### config.mk
export PLATFORM = sky130hd
export DESIGN_NAME = synth_prog_seq
export DESIGN_NICKNAME = d
export VERILOG_FILES = /design/src/rtl/synth_prog_pkg.sv /design/src/rtl/synth_step_pacer.sv /design/src/rtl/synth_settle_timer.sv /design/src/rtl/synth_wave_shaper.sv /design/src/rtl/synth_prog_seq.sv
export SDC_FILE = /design/constraint.sdc
export NUM_CORES = 1
export LEC_CHECK = 0
export BUFFER_PORTS_ARGS = -buffer_cell sky130_fd_sc_hd__buf_4
export CORE_AREA = 2 2 82 123
export CTS_BUF_LIST = sky130_fd_sc_hd__clkbuf_8
export DETAILED_ROUTE_END_ITERATION = 10
export DIE_AREA = 0 0 84 125
export SLEW_MARGIN = 15
export SYNTH_ARGS = -nofsm -noshare
export SYNTH_HDL_FRONTEND = slang
export SYNTH_SLANG_ARGS = --single-unit
### constraint.sdc
create_clock -name clk -period 2.95 [get_ports clk]
set_input_delay 0.1475 -clock clk [delete_from_list [all_inputs] [get_ports clk]]
set_output_delay 0.1475 -clock clk [all_outputs]
set_load 0.01 [all_outputs]
### src/rtl/synth_prog_pkg.sv
package synth_prog_pkg;

  typedef enum logic [1:0] {
    ST_IDLE   = 2'd0,
    ST_SEND   = 2'd1,
    ST_SETTLE = 2'd2,
    ST_DONE   = 2'd3
  } seq_state_t;

  // Register codes that address no register in the synthesizer.
  function automatic logic code_is_bad(input logic [2:0] code);
    return (code == 3'd5) || (code == 3'd7);
  endfunction

  // Codes naming one of the three video clock registers.
  function automatic logic code_is_vclk(input logic [2:0] code);
    return code <= 3'd2;
  endfunction

  // Clamp a step length so that zero still gives one cycle per step.
  function automatic logic [7:0] step_len(input logic [7:0] div);
    return (div == 8'd0) ? 8'd1 : div;
  endfunction

endpackage

### src/rtl/synth_step_pacer.sv
module synth_step_pacer #(
  parameter int DIV_W = 8
) (
  input  logic             clk,
  input  logic             rst_n,
  input  logic             run,
  input  logic [DIV_W-1:0] len,
  output logic             tick
);
  logic [DIV_W-1:0] cnt;

  assign tick = run && (cnt == len - DIV_W'(1));

  always_ff @(posedge clk or negedge rst_n) begin
    if (!rst_n)      cnt <= '0;
    else if (!run)   cnt <= '0;
    else if (tick)   cnt <= '0;
    else             cnt <= cnt + DIV_W'(1);
  end
endmodule

### src/rtl/synth_settle_timer.sv
module synth_settle_timer #(
  parameter int SETTLE_CYC = 250000
) (
  input  logic clk,
  input  logic rst_n,
  input  logic run,
  output logic expire
);
  localparam int CNT_W = (SETTLE_CYC < 2) ? 1 : $clog2(SETTLE_CYC + 1);
  localparam logic [CNT_W-1:0] LAST = CNT_W'(SETTLE_CYC - 1);

  logic [CNT_W-1:0] cnt;

  assign expire = run && (cnt == LAST);

  always_ff @(posedge clk or negedge rst_n) begin
    if (!rst_n)      cnt <= '0;
    else if (!run)   cnt <= '0;
    else if (!expire) cnt <= cnt + CNT_W'(1);
  end
endmodule

### src/rtl/synth_wave_shaper.sv
module synth_wave_shaper #(
  parameter int WORD_W   = 24,
  parameter int UNLOCK_N = 5,
  parameter int IDX_W    = 7
) (
  input  logic              active,
  input  logic [IDX_W-1:0]  idx,
  input  logic [WORD_W-1:0] word,
  output logic              clk_o,
  output logic              data_o
);
  localparam int UNL_END = 2 * UNLOCK_N;
  localparam int STA_END = UNL_END + 4;
  localparam int BIT_END = STA_END + 4 * WORD_W;
  localparam int BSEL_W  = $clog2(WORD_W);

  logic [IDX_W-1:0]  off;
  logic [BSEL_W-1:0] bsel;
  logic              bitv;

  always_comb begin
    clk_o  = 1'b0;
    data_o = 1'b0;
    off    = '0;
    bsel   = '0;
    bitv   = 1'b0;
    if (active) begin
      if (int'(idx) < UNL_END) begin
        // preamble: data high, clock alternates low/high
        clk_o  = idx[0];
        data_o = 1'b1;
      end else if (int'(idx) < STA_END) begin
        off    = idx - IDX_W'(UNL_END);
        clk_o  = off[0];
        data_o = 1'b0;
      end else if (int'(idx) < BIT_END) begin
        off  = idx - IDX_W'(STA_END);
        bsel = off[2 +: BSEL_W];
        bitv = word[bsel];
        case (off[1:0])
          2'd0:    begin clk_o = 1'b1; data_o = ~bitv; end
          2'd1:    begin clk_o = 1'b0; data_o = ~bitv; end
          2'd2:    begin clk_o = 1'b0; data_o = bitv;  end
          default: begin clk_o = 1'b1; data_o = bitv;  end
        endcase
      end else begin
        off    = idx - IDX_W'(BIT_END);
        clk_o  = (off[1:0] != 2'd1);
        data_o = 1'b1;
      end
    end
  end
endmodule

### src/rtl/synth_prog_seq.sv
module synth_prog_seq
  import synth_prog_pkg::*;
#(
  parameter int WORD_W     = 24,
  parameter int UNLOCK_N   = 5,
  parameter int DIV_W      = 8,
  parameter int SETTLE_CYC = 250000
) (
  input  logic              clk,
  input  logic              rst_n,
  input  logic              start,
  input  logic [WORD_W-1:0] ctrl_word,
  input  logic [1:0]        sel_in,
  input  logic [DIV_W-1:0]  step_div,
  output logic              syn_clk,
  output logic              syn_data,
  output logic [1:0]        sel_out,
  output logic              busy,
  output logic              bad_reg,
  output logic              done
);
  localparam int TOTAL = 2 * UNLOCK_N + 4 + 4 * WORD_W + 3;
  localparam int IDX_W = $clog2(TOTAL);
  localparam logic [IDX_W-1:0] LAST_IDX = IDX_W'(TOTAL - 1);

  seq_state_t        state;
  logic [WORD_W-1:0] word_q;
  logic [1:0]        sel_save;
  logic [DIV_W-1:0]  len_q;
  logic [IDX_W-1:0]  idx_q;
  logic [2:0]        code_q;

  // Named internal events, observed by the bound checker.
  logic start_acc;
  logic step_tick;
  logic last_step;
  logic settle_hit;

  assign start_acc = start && (state == ST_IDLE);
  assign last_step = step_tick && (idx_q == LAST_IDX);
  assign code_q    = word_q[WORD_W-1 -: 3];

  synth_step_pacer #(.DIV_W(DIV_W)) u_pacer (
    .clk  (clk),
    .rst_n(rst_n),
    .run  (state == ST_SEND),
    .len  (len_q),
    .tick (step_tick)
  );

  synth_settle_timer #(.SETTLE_CYC(SETTLE_CYC)) u_settle (
    .clk   (clk),
    .rst_n (rst_n),
    .run   (state == ST_SETTLE),
    .expire(settle_hit)
  );

  synth_wave_shaper #(
    .WORD_W  (WORD_W),
    .UNLOCK_N(UNLOCK_N),
    .IDX_W   (IDX_W)
  ) u_shaper (
    .active(state == ST_SEND),
    .idx   (idx_q),
    .word  (word_q),
    .clk_o (syn_clk),
    .data_o(syn_data)
  );

  always_ff @(posedge clk or negedge rst_n) begin
    if (!rst_n) begin
      state    <= ST_IDLE;
      word_q   <= '0;
      sel_save <= '0;
      len_q    <= DIV_W'(1);
      idx_q    <= '0;
      bad_reg  <= 1'b0;
      sel_out  <= 2'd0;
    end else begin
      case (state)
        ST_IDLE: begin
          if (start_acc) begin
            state    <= ST_SEND;
            word_q   <= ctrl_word;
            sel_save <= sel_in;
            len_q    <= (step_div == '0) ? DIV_W'(1) : step_div;
            idx_q    <= '0;
            bad_reg  <= code_is_bad(ctrl_word[WORD_W-1 -: 3]);
          end
        end
        ST_SEND: begin
          if (last_step) begin
            state   <= ST_SETTLE;
            sel_out <= code_is_vclk(code_q) ? code_q[1:0] : sel_save;
          end else if (step_tick) begin
            idx_q <= idx_q + IDX_W'(1);
          end
        end
        ST_SETTLE: begin
          if (settle_hit) state <= ST_DONE;
        end
        default: state <= ST_IDLE;
      endcase
    end
  end

  assign busy = (state == ST_SEND) || (state == ST_SETTLE);
  assign done = (state == ST_DONE);
endmodule

==> impl.org, run 1 <==
** Timing
- The worst path uses 94.20% of the clock period.
- Headroom to the max-slew limit :: 39.67%
- Peak Freq :: 359.8 MHz
- Final Worst Setup Slack :: 171.0 ps
- Clock Skew :: 9.423 ps
- Period minus WS final :: 2779 ps
- After routing, the total negative slack on setup checks comes to 0 ps.
- The final hold violation count is 0.
- Number of pins exceeding their max-slew limit in the final report :: 0
- For the pin with the worst max-slew slack, the measured transition is 905.0 ps.
- Setup-failing EPs final :: 0

** GRT
- The number of global-route vias before repair is 3168.
- Entering global routing, the biggest net connects 73 pins.
- Global routing consumed, over all layers together, 17.34% of the routing resources.
- The first global-routing pass estimated 14750 µm of wire.
- Number of antenna violations at the first check in global routing :: 0
- Summed over all layers, the global routing overflow is 0.

** Floorplanning
- Pin placement for this block handled 44 I/O pins.
- The die is 84 µm wide.
- The floorplan has 44 rows.
- The total area inside the core boundary comes to 0.009524 mm².
- Measured along the y axis, the die boundary spans 125 µm.
- Starting Density :: 43.27%
- Area of the die :: 0.01050 mm²

** Worst setup path
- The critical path goes through ha_2 > xor2_2 > buf_4 > mux4_2 > o41a_1 > o211ai_1 > buf_4.
- Worst r2r path cells :: 8
- Following the worst setup path forward leads to its endpoint at syn_data.
- For this design, the slowest cell found on the critical path is mux4_2.
- For the worst setup path, the data required time is 2800 ps.
- Most common cell type on the critical path :: buf_4
- Launch instance of the worst register-to-register path :: len_q[0]
- Highest fanout seen on the critical path :: 7
- For the worst setup path, the data arrival time is 2630 ps.
- Critical path class :: reg2out
- Worst reg2reg endpoint :: idx_q[1]
- R2R setup slack :: 190 ps
- CP max stage delay :: 530 ps
- Capturing element type of the critical path :: output port
- Number of gates on the worst path with buffers counted :: 7
- The number of buffers and inverters on the critical path is 2.
- Critical path startpoint category :: register
- Crit path max-delay family :: multiplexers
- CP Launch Point :: idx_q[2]

** Detailed routing
- Drt total wl :: 8355 µm
- Before antenna repair, the detailed router went through 4 iterations.
- Number of vias in the routed layout :: 2935
- Residual antenna-violating net count after detailed routing :: 0
- In the routed layout, each cell is associated on average with a via count of 5.385.
- WL per Instance :: 15.33 µm
- After detailed routing, the number of remaining DRC violations is 0.
- For this block, the initial DRC count from the detailed router was 136.

** Flow run
- Max-cap violations in this run came to 0.

** Clock network
- TritonCTS built the clock tree.
- Number of clock sinks seen by CTS :: 72
- Source-to-sink clock delay at the later pin of the worst-skew pair :: 350 ps
- Clk root buf :: clkbuf_8
- After clock tree synthesis, the clock-pin slew on the worst setup and hold paths is 70 ps.
- H-tree levels :: 3
- Max clock buf depth :: 2
- Counting the buffers created by CTS gives 9.

** Logic synthesis
- The biggest area contributor in the post-synthesis netlist is dfrtp_1.
- The top cell type by area accounts for 43.11% of the synthesized area.
- Counting flops with a built-in enable in the synthesized netlist gives 0.
- Predominant post-synthesis flop cell :: dfrtp_1
- Most frequent cells after synthesis :: dfrtp_1, mux2_2, nand2_1, nor2_1
- Mapped Area :: 0.004121 mm²
- Share of synthesized registers carrying an async set or reset :: 100.0%
- Counting every net in the synthesized netlist gives 421.
- For this run, the number of Yosys warnings is 0.
- Cell variety after synth :: 64
- Among all cell types in the netlist, the one instantiated most often is dfrtp_1.
- Main area contributors after synthesis :: dfrtp_1, mux2_2, mux2i_1, xnor2_1, ha_1
- Synthesized netlist cell count :: 372
- Synthesis inferred 72 register bits.
- Sequential elements use 43.75% of the synthesized area.
- A synthesized cell averages 11.08 µm².

** Finish
- Ant diodes :: 0
- Largest registers :: word_q (24), u_settle.cnt (18)
- Fin nets :: 475
- Signed area change from the synthesized netlist to the final layout :: 18.09%
- Register with the highest flop count :: word_q
- The register with the most flip-flops in the layout has 24 of them.
- Share of cells above drive strength 1 :: 29.30%

** Hold path
- Hold/Removal Path Class :: in2reg

** Pwr
- Areal power density over the cells :: 770.7 mW/mm²
- Worst VDD drop :: 0.4527 mV
- Summed over all cells, the static leakage comes to 2.154 nW.

** Placed design
- Timing analysis after detailed placement gives a worst setup slack of 105.6 ps.
- The HPWL after detailed placement is 5876 µm.
- Port buffering added 43 buffers.
- Routability-driven placement finished with a final weighted congestion of 0.8143.

** Status
- Run status :: completed
==> cell type report <==
cell class,instances,area [µm²]
clock inverters,6,108.9
flip-flops and latches,72,1804
inverters,14,52.55
multi-input cells,273,2206
fillers,860,4657
well taps,115,143.9
repair buffers,56,427.9
clock buffers,9,123.9
==> cell families after synthesis <==
logic type	Yosys count	share of synthesized area [%]
AOI/OAI and AO/OA	42	7.286
xor gates and xnor gates	37	8.865
adders and majority gates	12	3.643
buffers and inverters	27	2.793
DFF	72	43.75
muxes	55	15.73
and+or+nand+nor	127	17.94
==> worst register-to-register path: cells and delay by family (launching register included) <==
kind | cells | cell delay [ps]
flops | 1 | 580
xor+xnor | 1 | 170
mux | 1 | 360
compound gates | 1 | 90
fa+ha+maj | 1 | 310
simple gates | 3 | 1050
buf+inv | 1 | 80
==> power by group <==
group / leakage, nW / switching [mW] / internal, mW
clock network: 0.119 / 0.382 / 0.555
logic: 1.11 / 0.625 / 0.668
registers: 0.921 / 0.245 / 1.28
total: 2.15 / 1.25 / 2.50
==> routing by layer <==
metal  wire length, µm  GRT usage (%)  up-vias
met4               129          6.641        0
li1                  -              -     1432
met2              4395          29.93       43
met1              3571          20.87     1450
met5                 0              0        -
met3               258          4.092       10
==> how the worst min path moves through the flow <==
stage                        startpoint          endpoint  slack, ps  cells past startpoint
final                         sel_in[1]       sel_save[1]         20                      2
after global routing          sel_in[0]       sel_save[0]          3                      2
after CTS                 ctrl_word[17]        word_q[17]          1                      2
after detailed placement          rst_n  u_settle.cnt[12]        350                      1
after global placement            rst_n  u_settle.cnt[12]        340                      1
after floorplan                   rst_n           bad_reg       -150                      0
==> stage by stage <==
stage / hold WS [ps] / cells / util (%) / instance area (µm²) / power (mW)
global route: 2.710 / 545 / 51.10 / 4867 / 4.015
detailed placement: 350.2 / 523 / 47.99 / 4571 / 2.840
CTS: 1.006 / 539 / 50.54 / 4813 / 3.796
floorplan: -148.1 / 372 / - / 4121 / 2.478
finish: 24.28 / 545 / 51.10 / 4867 / 3.751
global placement: 342.3 / 523 / 47.99 / 4571 / 2.804
==> cell usage in the layout (no fill, tap or decap), types with 2 or more instances in the layout <==
cell / count
dfrtp_1: 70
buf_4: 53
mux2_2: 33
nor2_1: 21
nand2_1: 21
xnor2_1: 18
and2_1: 18
mux2i_1: 16
o21ai_0: 15
xor2_1: 15
inv_1: 14
nand3_1: 13
ha_1: 11
nor4_1: 9
and3_1: 9
clkbuf_8: 9
a21oi_1: 5
or3_1: 4
o22ai_1: 4
mux4_2: 4
or2_2: 4
nand4_1: 4
nand2b_1: 3
nor2b_1: 3
bufinv_16: 3
dlygate4sd3_1: 3
xor2_2: 2
nor3_2: 2
o211ai_1: 2
nor3_1: 2
nor3b_1: 2
and4_1: 2
clkinv_2: 2
==> repair_timing <==
action                                 in CTS  in global routing
endpoints found under the hold margin      71                  2
setup buffers                               0                  4
gates resized for setup                     0                  3
hold buffers                                1                  2
setup endpoints to repair                   0                  4
No activity file was read; power rests on OpenSTA's default activity.
==> inputs of run 2 (changes only) <==
--- a/config.mk
+++ b/config.mk
@@ -6,10 +6,12 @@
 export NUM_CORES = 1
 export LEC_CHECK = 0
 export BUFFER_PORTS_ARGS = -buffer_cell sky130_fd_sc_hd__buf_4
-export CORE_AREA = 2 2 82 123
+export CORE_AREA = 2 2 71 106
 export CTS_BUF_LIST = sky130_fd_sc_hd__clkbuf_8
+export CTS_CLUSTER_SIZE = 24
 export DETAILED_ROUTE_END_ITERATION = 10
-export DIE_AREA = 0 0 84 125
+export DIE_AREA = 0 0 73 108
+export PLACE_DENSITY = 0.8
 export SLEW_MARGIN = 15
 export SYNTH_ARGS = -nofsm -noshare
 export SYNTH_HDL_FRONTEND = slang
==> impl.org, run 2 (synthesized netlist as in run 1, its figures left out) <==
** Clock network
- Clock tree synthesis selected as its root buffer the cell clkbuf_8.
- The total number of clock tree sinks was 72 (unchanged).
- H-tree levels :: 3 (unchanged)
- Number of clock buffers inserted by TritonCTS :: 9 (unchanged)
- The clock transition time at the flip-flop clock pins of the worst setup and hold paths is 80 ps (about the same).
- The clock tree buffer depth came to 2 (unchanged).
- Source-to-sink clock delay at the later pin of the worst-skew pair :: 350 ps (about the same)
- CTS tree :: yes

** Hold path
- WHS Endpoint :: word_q[17]
- Number of cells on the worst hold path :: 2 (unchanged)
- Hold/Removal Path Class :: in2reg
- Startpoint of the lowest-slack hold path :: ctrl_word[17]

** GRT
- The initial antenna violation count is 0 (unchanged).
- The number of global-route vias before repair came to 2943 (-7.1%).
- Sum of overflow across all layers after global routing :: 0 (unchanged)
- The total routing usage reported by global routing was 22.61% (+5.3 points).
- Global-route wire length before repair :: 13760 µm (-6.7%)
- The largest net degree at the start of global routing was 73 (unchanged).

** Worst setup path
- Capturing element type of the critical path :: output port
- Critical path class :: reg2out
- Worst reg2reg endpoint :: idx_q[1]
- The maximum fanout along the worst path was 13 (+6).
- The endpoint required time on the critical path came to 2800 ps (about the same).
- Worst r2r path cells :: 8 (unchanged)
- The startpoint identified for the worst register-to-register timing path is len_q[0].
- The data arrival at the endpoint of the critical path was 2650 ps (+20 ps).
- R2R setup slack :: 170 ps (-20 ps)
- The worst setup path is launched from a register.

** Detailed routing
- Residual antenna-violating net count after detailed routing :: 0 (unchanged)
- The remaining design rule violation count is 0 (unchanged).
- Number of DRC markers after the initial detailed-route iteration :: 224 (+65%)
- The number of iterations in the first detailed-routing pass is 4 (unchanged).
- The routed length per instance is 16.13 µm (+5.2%).
- The average via count per standard cell came to 5.836 (+8.4%).
- Number of vias in the routed layout :: 2947 (+0.41%)
- The sum of routed wire length over all layers is 8144 µm (-2.5%).

** Finish
- The area growth from synthesis to layout is 15.85%.
- Cell area after layout :: 0.004775 mm² (-1.9%)
- Share of cells above drive strength 1 :: 29.04% (-0.26 points)
- The number of nets in the layout is 471 (-0.84%).
- Max reg flops :: 24 (unchanged)
- The largest registers in the layout are word_q (24), u_settle.cnt (18).
- The top cell types in the final layout, fill and taps aside, are dfrtp_1, buf_4, mux2_2.
- The register with the most flip-flops in the final layout is word_q.
- The total inserted antenna cells came to 0 (unchanged).
- Most frequent standard cell in the layout excluding fill and tap cells :: dfrtp_1
- The final cell count without fillers came to 505 (-7.3%).

** Timing
- The final hold violation count is 0 (unchanged).
- Headroom to the max-slew limit :: 40.60% (+0.93 points)
- Setup repair after global routing missed its margin :: no
- Final Worst Setup Slack :: 154.5 ps (-16.53 ps)
- The final critical path time including I/O delays and setup came to 2796 ps (+16.53 ps).
- Clock Skew :: 9.467 ps (+0.04366 ps)
- Peak Freq :: 357.7 MHz (-0.59%)
- The fraction of the cycle the final worst path needs was 94.76% (+0.56 points).
- Number of pins exceeding their max-slew limit in the final report :: 0 (unchanged)
- The slew at the pin closest to its max-slew limit came to 891.0 ps (-13.94 ps).
- The number of setup violations in the final report was 0 (unchanged).
- Accumulated negative setup slack :: 0 ps (unchanged)

** Floorplanning
- Chip Width :: 73 µm (-13%)
- Placement Rows :: 37 (-16%)
- The number of top-level design ports is 44 (unchanged).
- Die height :: 108 µm (-14%)
- Placeable core region :: 0.006898 mm² (-28%)
- Area of the die :: 0.007884 mm² (-25%)
- Starting Density :: 59.75% (+16 points)

** Pwr
- The power density normalized to cell area is 751.2 mW/mm² (-2.5%).
- Worst VDD drop :: 0.7640 mV (+69%)
- Leakage Power :: 2.131 nW (-1.1%)

** Status
- Run status :: completed

** Placed design
- The setup slack after placement came to 128.4 ps (+22.80 ps).
- The post-placement cell count is 484 (-7.5%).
- The weighted congestion reported at the end of routability-driven placement is 0.8415 (+3.3%).
- The count of buffers from port buffering was 43 (unchanged).
- The cell area reported after detailed placement was 0.004509 mm² (-1.3%).
- The HPWL after detailed placement came to 5606 µm (-4.6%).

** Flow run
- The count of maximum capacitance violations is 0 (unchanged).
run 2: cell types whose count changed in the layout (fill, tap and decap cells not counted):
cell / before / now
buf_4: 53 / 50
bufinv_16: 3 / 1
dlygate4sd3_1: 3 / 1
buf_12: 0 / 1
clkbuf_8: 9 / 10
clkinvlp_4: 0 / 1
inv_1: 14 / 15
xor2_2: 2 / 1
xor2_4: 1 / 2
run 2: through the flow:
step,util (%),power (mW),hold slack (ps)
after floorplan,-,2.478,-148.1
after global placement,65.37,2.754,328.0
after detailed placement,65.37,2.813,329.2
after CTS,68.57,3.609,9.808
after global routing,69.22,3.827,3.003
final,69.22,3.587,25.40
run 2: worst max-delay path, stage by stage (launching register included):
cell      delay, ps
dfrtp_2         560
nand3_2         170
xor2_4          190
buf_12          160
mux2i_1         130
mux4_2          490
o41a_1          380
o211ai_1         80
buf_4           150
run 2: what timing repair did:
item | 4_1_cts | 5_1_grt
pin swaps | 0 | 0
gates cloned | 0 | 0
setup buffers | 0 | 4
endpoints found under the hold margin | 71 | 0
gates resized for setup | 2 | 2
setup endpoints to repair | 1 | 13
hold buffers | 1 | 0
run 2: worst max path at each step:
stage                   from       end  slack [ps]
CTS                 idx_q[2]  syn_data          60
floorplan           len_q[0]  idx_q[1]         370
global route        idx_q[3]  syn_data          20
finish              idx_q[3]  syn_data         150
global placement    len_q[0]  idx_q[1]         220
detailed placement  len_q[0]  idx_q[1]         130
run 2: area by class of cell:
cell class / instances / area (µm²)
repair buffers: 52 / 405.4
flip-flops and latches: 72 / 1804
well taps: 78 / 97.59
clock inverters: 6 / 60.06
inverters: 14 / 52.55
clock buffers: 10 / 137.6
fillers: 521 / 2123
multi-input cells: 273 / 2217
run 2: power breakdown:
part	switching, mW	internal (mW)
clock	0.364	0.409
sequential	0.252	1.28
combinational	0.628	0.657
run 2: metal layers:
layer	vias up	share of wire, %	track usage (%)
met4	0	1.3	8.201
met2	69	54	37.97
met5	-	0	0
met3	9	3.9	6.058
li1	1414	-	-
met1	1455	41	27.55
==> inputs of run 3 (changes only) <==
--- a/config.mk
+++ b/config.mk
@@ -6,12 +6,12 @@
 export NUM_CORES = 1
 export LEC_CHECK = 0
 export BUFFER_PORTS_ARGS = -buffer_cell sky130_fd_sc_hd__buf_4
-export CORE_AREA = 2 2 71 106
+export CORE_AREA = 2 2 83 85
 export CTS_BUF_LIST = sky130_fd_sc_hd__clkbuf_8
 export CTS_CLUSTER_SIZE = 24
 export DETAILED_ROUTE_END_ITERATION = 10
-export DIE_AREA = 0 0 73 108
-export PLACE_DENSITY = 0.8
+export DIE_AREA = 0 0 85 87
+export PLACE_DENSITY = 0.85
 export SLEW_MARGIN = 15
 export SYNTH_ARGS = -nofsm -noshare
 export SYNTH_HDL_FRONTEND = slang
==> constraint.sdc (replaced) <==
create_clock -name clk -period 3.4 [get_ports clk]
set_input_delay 0.17 -clock clk [delete_from_list [all_inputs] [get_ports clk]]
set_output_delay 0.17 -clock clk [all_outputs]
set_load 0.01 [all_outputs]
==> impl.org, run 3 (synthesized netlist as in run 1, its figures left out) <==
** Finish
- Max reg flops :: 24 (unchanged)
- Share of cells above drive strength 1 :: 27.62% (-1.4 points)
- The total inserted antenna cells is 0 (unchanged).
- In the final layout, the registers with the most flip-flops are word_q (24), u_settle.cnt (18).
- Fillers :: 468 (-10%)
- The library cell used most frequently in the layout, excluding fill and tap cells, is dfrtp_1.
- Fin nets :: 464 (-1.5%)
- Most frequent cells in the layout :: dfrtp_1, buf_4, mux2_2
- From synthesis to final layout, the design area changed by 14.81%.
- Register with the highest flop count :: word_q

** Placed design
- The HPWL after detailed placement is 5658 µm (+0.93%).
- I/O Buffers :: 43 (unchanged)
- GPL Wtd Cong :: 0.8041 (-4.4%)

** Worst setup path
- Critical path startpoint category :: register
- Slowest stage cell, crit path :: mux4_2
- The endpoint required time on the critical path is 3230 ps (+430 ps).
- The maximum fanout along the worst path is 6 (-7).
- Capturing element type of the critical path :: output port
- Critical path class :: reg2out
- CP max stage delay :: 580 ps (+20 ps)
- Crit path arrival time :: 2860 ps (+210 ps)
- Crit path max-delay family :: multiplexers
- Crit path buffers/inverters :: 1 (-1)
- Walking the worst path, the cells encountered are ha_1 > xor2_2 > mux4_2 > o22ai_1 > or3b_1 > o211ai_1 > buf_4.

** Timing
- The slew at the pin closest to its max-slew limit came to 891.1 ps (+0.06533 ps).
- After layout, the worst path uses 89.18% of the clock period.
- Setup repair after global routing missed its margin :: no
- Setup-failing EPs final :: 0 (unchanged)
- Period minus WS final :: 3032 ps
- The clock tree skew after final layout was 7.118 ps (-2.349 ps).
- Final Hold Fails :: 0 (unchanged)
- Number of pins exceeding their max-slew limit in the final report :: 0 (unchanged)
- Timing would allow up to 329.8 MHz.
- The summed negative setup slack over all endpoints came to 0 ps (unchanged).
- Headroom to the max-slew limit :: 40.59% (about the same)

** Detailed routing
- The post-route antenna net violation count is 0 (unchanged).
- The iteration-0 DRC count of the detailed router is 174 (-22%).
- Number of vias in the routed layout :: 2945 (-0.068%)
- Post-detailed-route DRC marker count :: 0 (unchanged)
- Drt total wl :: 8225 µm (+0.99%)
- The number of iterations in the first detailed-routing pass came to 5 (+1).
- The routed length per instance is 16.45 µm (+2.0%).
- Vias per Instance :: 5.890 (+0.93%)

** Pwr
- Areal power density over the cells :: 679.0 mW/mm² (-9.6%)
- The switching power is 1.124 mW (-9.6%).
- The cell internal power dissipation was 2.089 mW (-11%).
- The combinational share of power came to 35.1% (-0.7 points).
- The worst vdd rail ir drop is 0.4859 mV (-36%).
- The portion of total power attributed to sequential cells came to 41.5% (-1.1 points).
- The power share of the clock group is 23.4% (+1.9 points).
- Net switching share of the total power :: 34.99% (+0.30 points)
- Leakage Power :: 2.096 nW (-1.6%)
- The final total power came to 3.213 mW (-10%).

** Floorplanning
- The placeable core region came to 0.006569 mm² (-4.8%).
- Chip Width :: 85 µm (+16%)
- The floorplan die area is 0.007395 mm² (-6.2%).
- Placement Rows :: 30 (-19%)
- Top-level I/O count :: 44 (unchanged)
- The die height was 87 µm (-19%).
- The effective utilization at floorplan was 62.74% (+3.0 points).

** Clock network
- TritonCTS built the clock tree.
- The root buffer cell chosen for the clock tree is clkbuf_8.
- The clock latency of the later-clocked register in the worst-skew pair came to 350 ps (about the same).
- The clock buffer count from CTS came to 9 (unchanged).
- H-tree levels :: 3 (unchanged)
- The total number of clock tree sinks was 72 (unchanged).
- Max clock buf depth :: 2 (unchanged)
- Clock-pin slew of the registers on the worst-case setup and hold paths :: 80 ps (about the same)

** GRT
- The initial antenna violation count came to 0 (unchanged).
- The global-route wire length before repair came to 14150 µm (+2.8%).
- The total routing usage reported by global routing was 24.14% (+1.5 points).
- The largest net degree at the start of global routing came to 73 (unchanged).
- The final global-route overflow total came to 0 (unchanged).
- Vias in the first global route :: 2972 (+0.99%)

** Status
- Run status :: completed

** Flow run
- Total of max-cap violations :: 0 (unchanged)

** Hold path
- In this run the worst hold path is classified as in2reg.
[run 3: cell count changes in the layout (fill, tap and decap cells not counted), sizes merged]
cell / delta
clkinvlp: +2
buf: -7
clkbuf: -1
bufinv: +1
clkinv: -1
inv: -1
[run 3: final timing paths]
path,end,cells after the start,from,slack (ps)
setup reg to reg,idx_q[1],8,len_q[0],520
setup / recovery,syn_data,7,idx_q[1],370
min in group asynchronous,u_settle.cnt[10],2,rst_n,480
hold reg to reg,bad_reg,2,bad_reg,510
max in group asynchronous,idx_q[4],2,rst_n,2340
hold / removal,sel_save[0],2,sel_in[0],40
[run 3: power groups by stage]
stage / Combinational [mW] / Sequential, mW / Clock (mW)
final: 1.13 / 1.33 / 0.751
after global routing: 1.24 / 1.37 / 0.804
after CTS: 1.14 / 1.33 / 0.760
after detailed placement: 1.11 / 1.34 / 0
after global placement: 1.06 / 1.32 / 0
after floorplan: 0.870 / 1.28 / 0
[run 3: metal layers]
metal / global-route usage (%) / vias up / part of all wire (%)
met3: 4.265 / 14 / 4.2
li1: - / 1413 / -
met1: 32.44 / 1450 / 45
met4: 8.802 / 0 / 1.5
met5: 0 / - / 0
met2: 39.63 / 68 / 49
[run 3: cell type report]
class | instances | area, µm² | share of cell area (%)
clock buffers | 9 | 123.9 | 2.618
clock inverters | 7 | 96.34 | 2.036
inverters | 14 | 52.55 | 1.111
multi-input cells | 273 | 2203 | 46.56
flip-flops and latches | 72 | 1803 | 38.10
well taps | 80 | 100.1 | 2.115
repair buffers | 45 | 352.8 | 7.456
[run 3: repair_timing]
item / in CTS / in global routing
setup buffers: 0 / 0
hold buffers: 1 / 0
hold endpoints to repair: 71 / 0
resized for setup: 0 / 0
[run 3: through the flow]
step | utilization (%) | hold slack [ps] | area, µm² | instances | worst slack, ps
2_1_floorplan | - | -125.6 | 4121 | 372 | 822.9
3_3_place_gp | 68.53 | 347.8 | 4502 | 483 | 697.8
3_5_place_dp | 68.53 | 347.0 | 4502 | 483 | 544.8
4_1_cts | 72.04 | 36.09 | 4732 | 500 | 370.4
5_1_grt | 72.04 | 42.96 | 4732 | 500 | 195.5
6_report | 72.04 | 44.81 | 4732 | 500 | 367.8
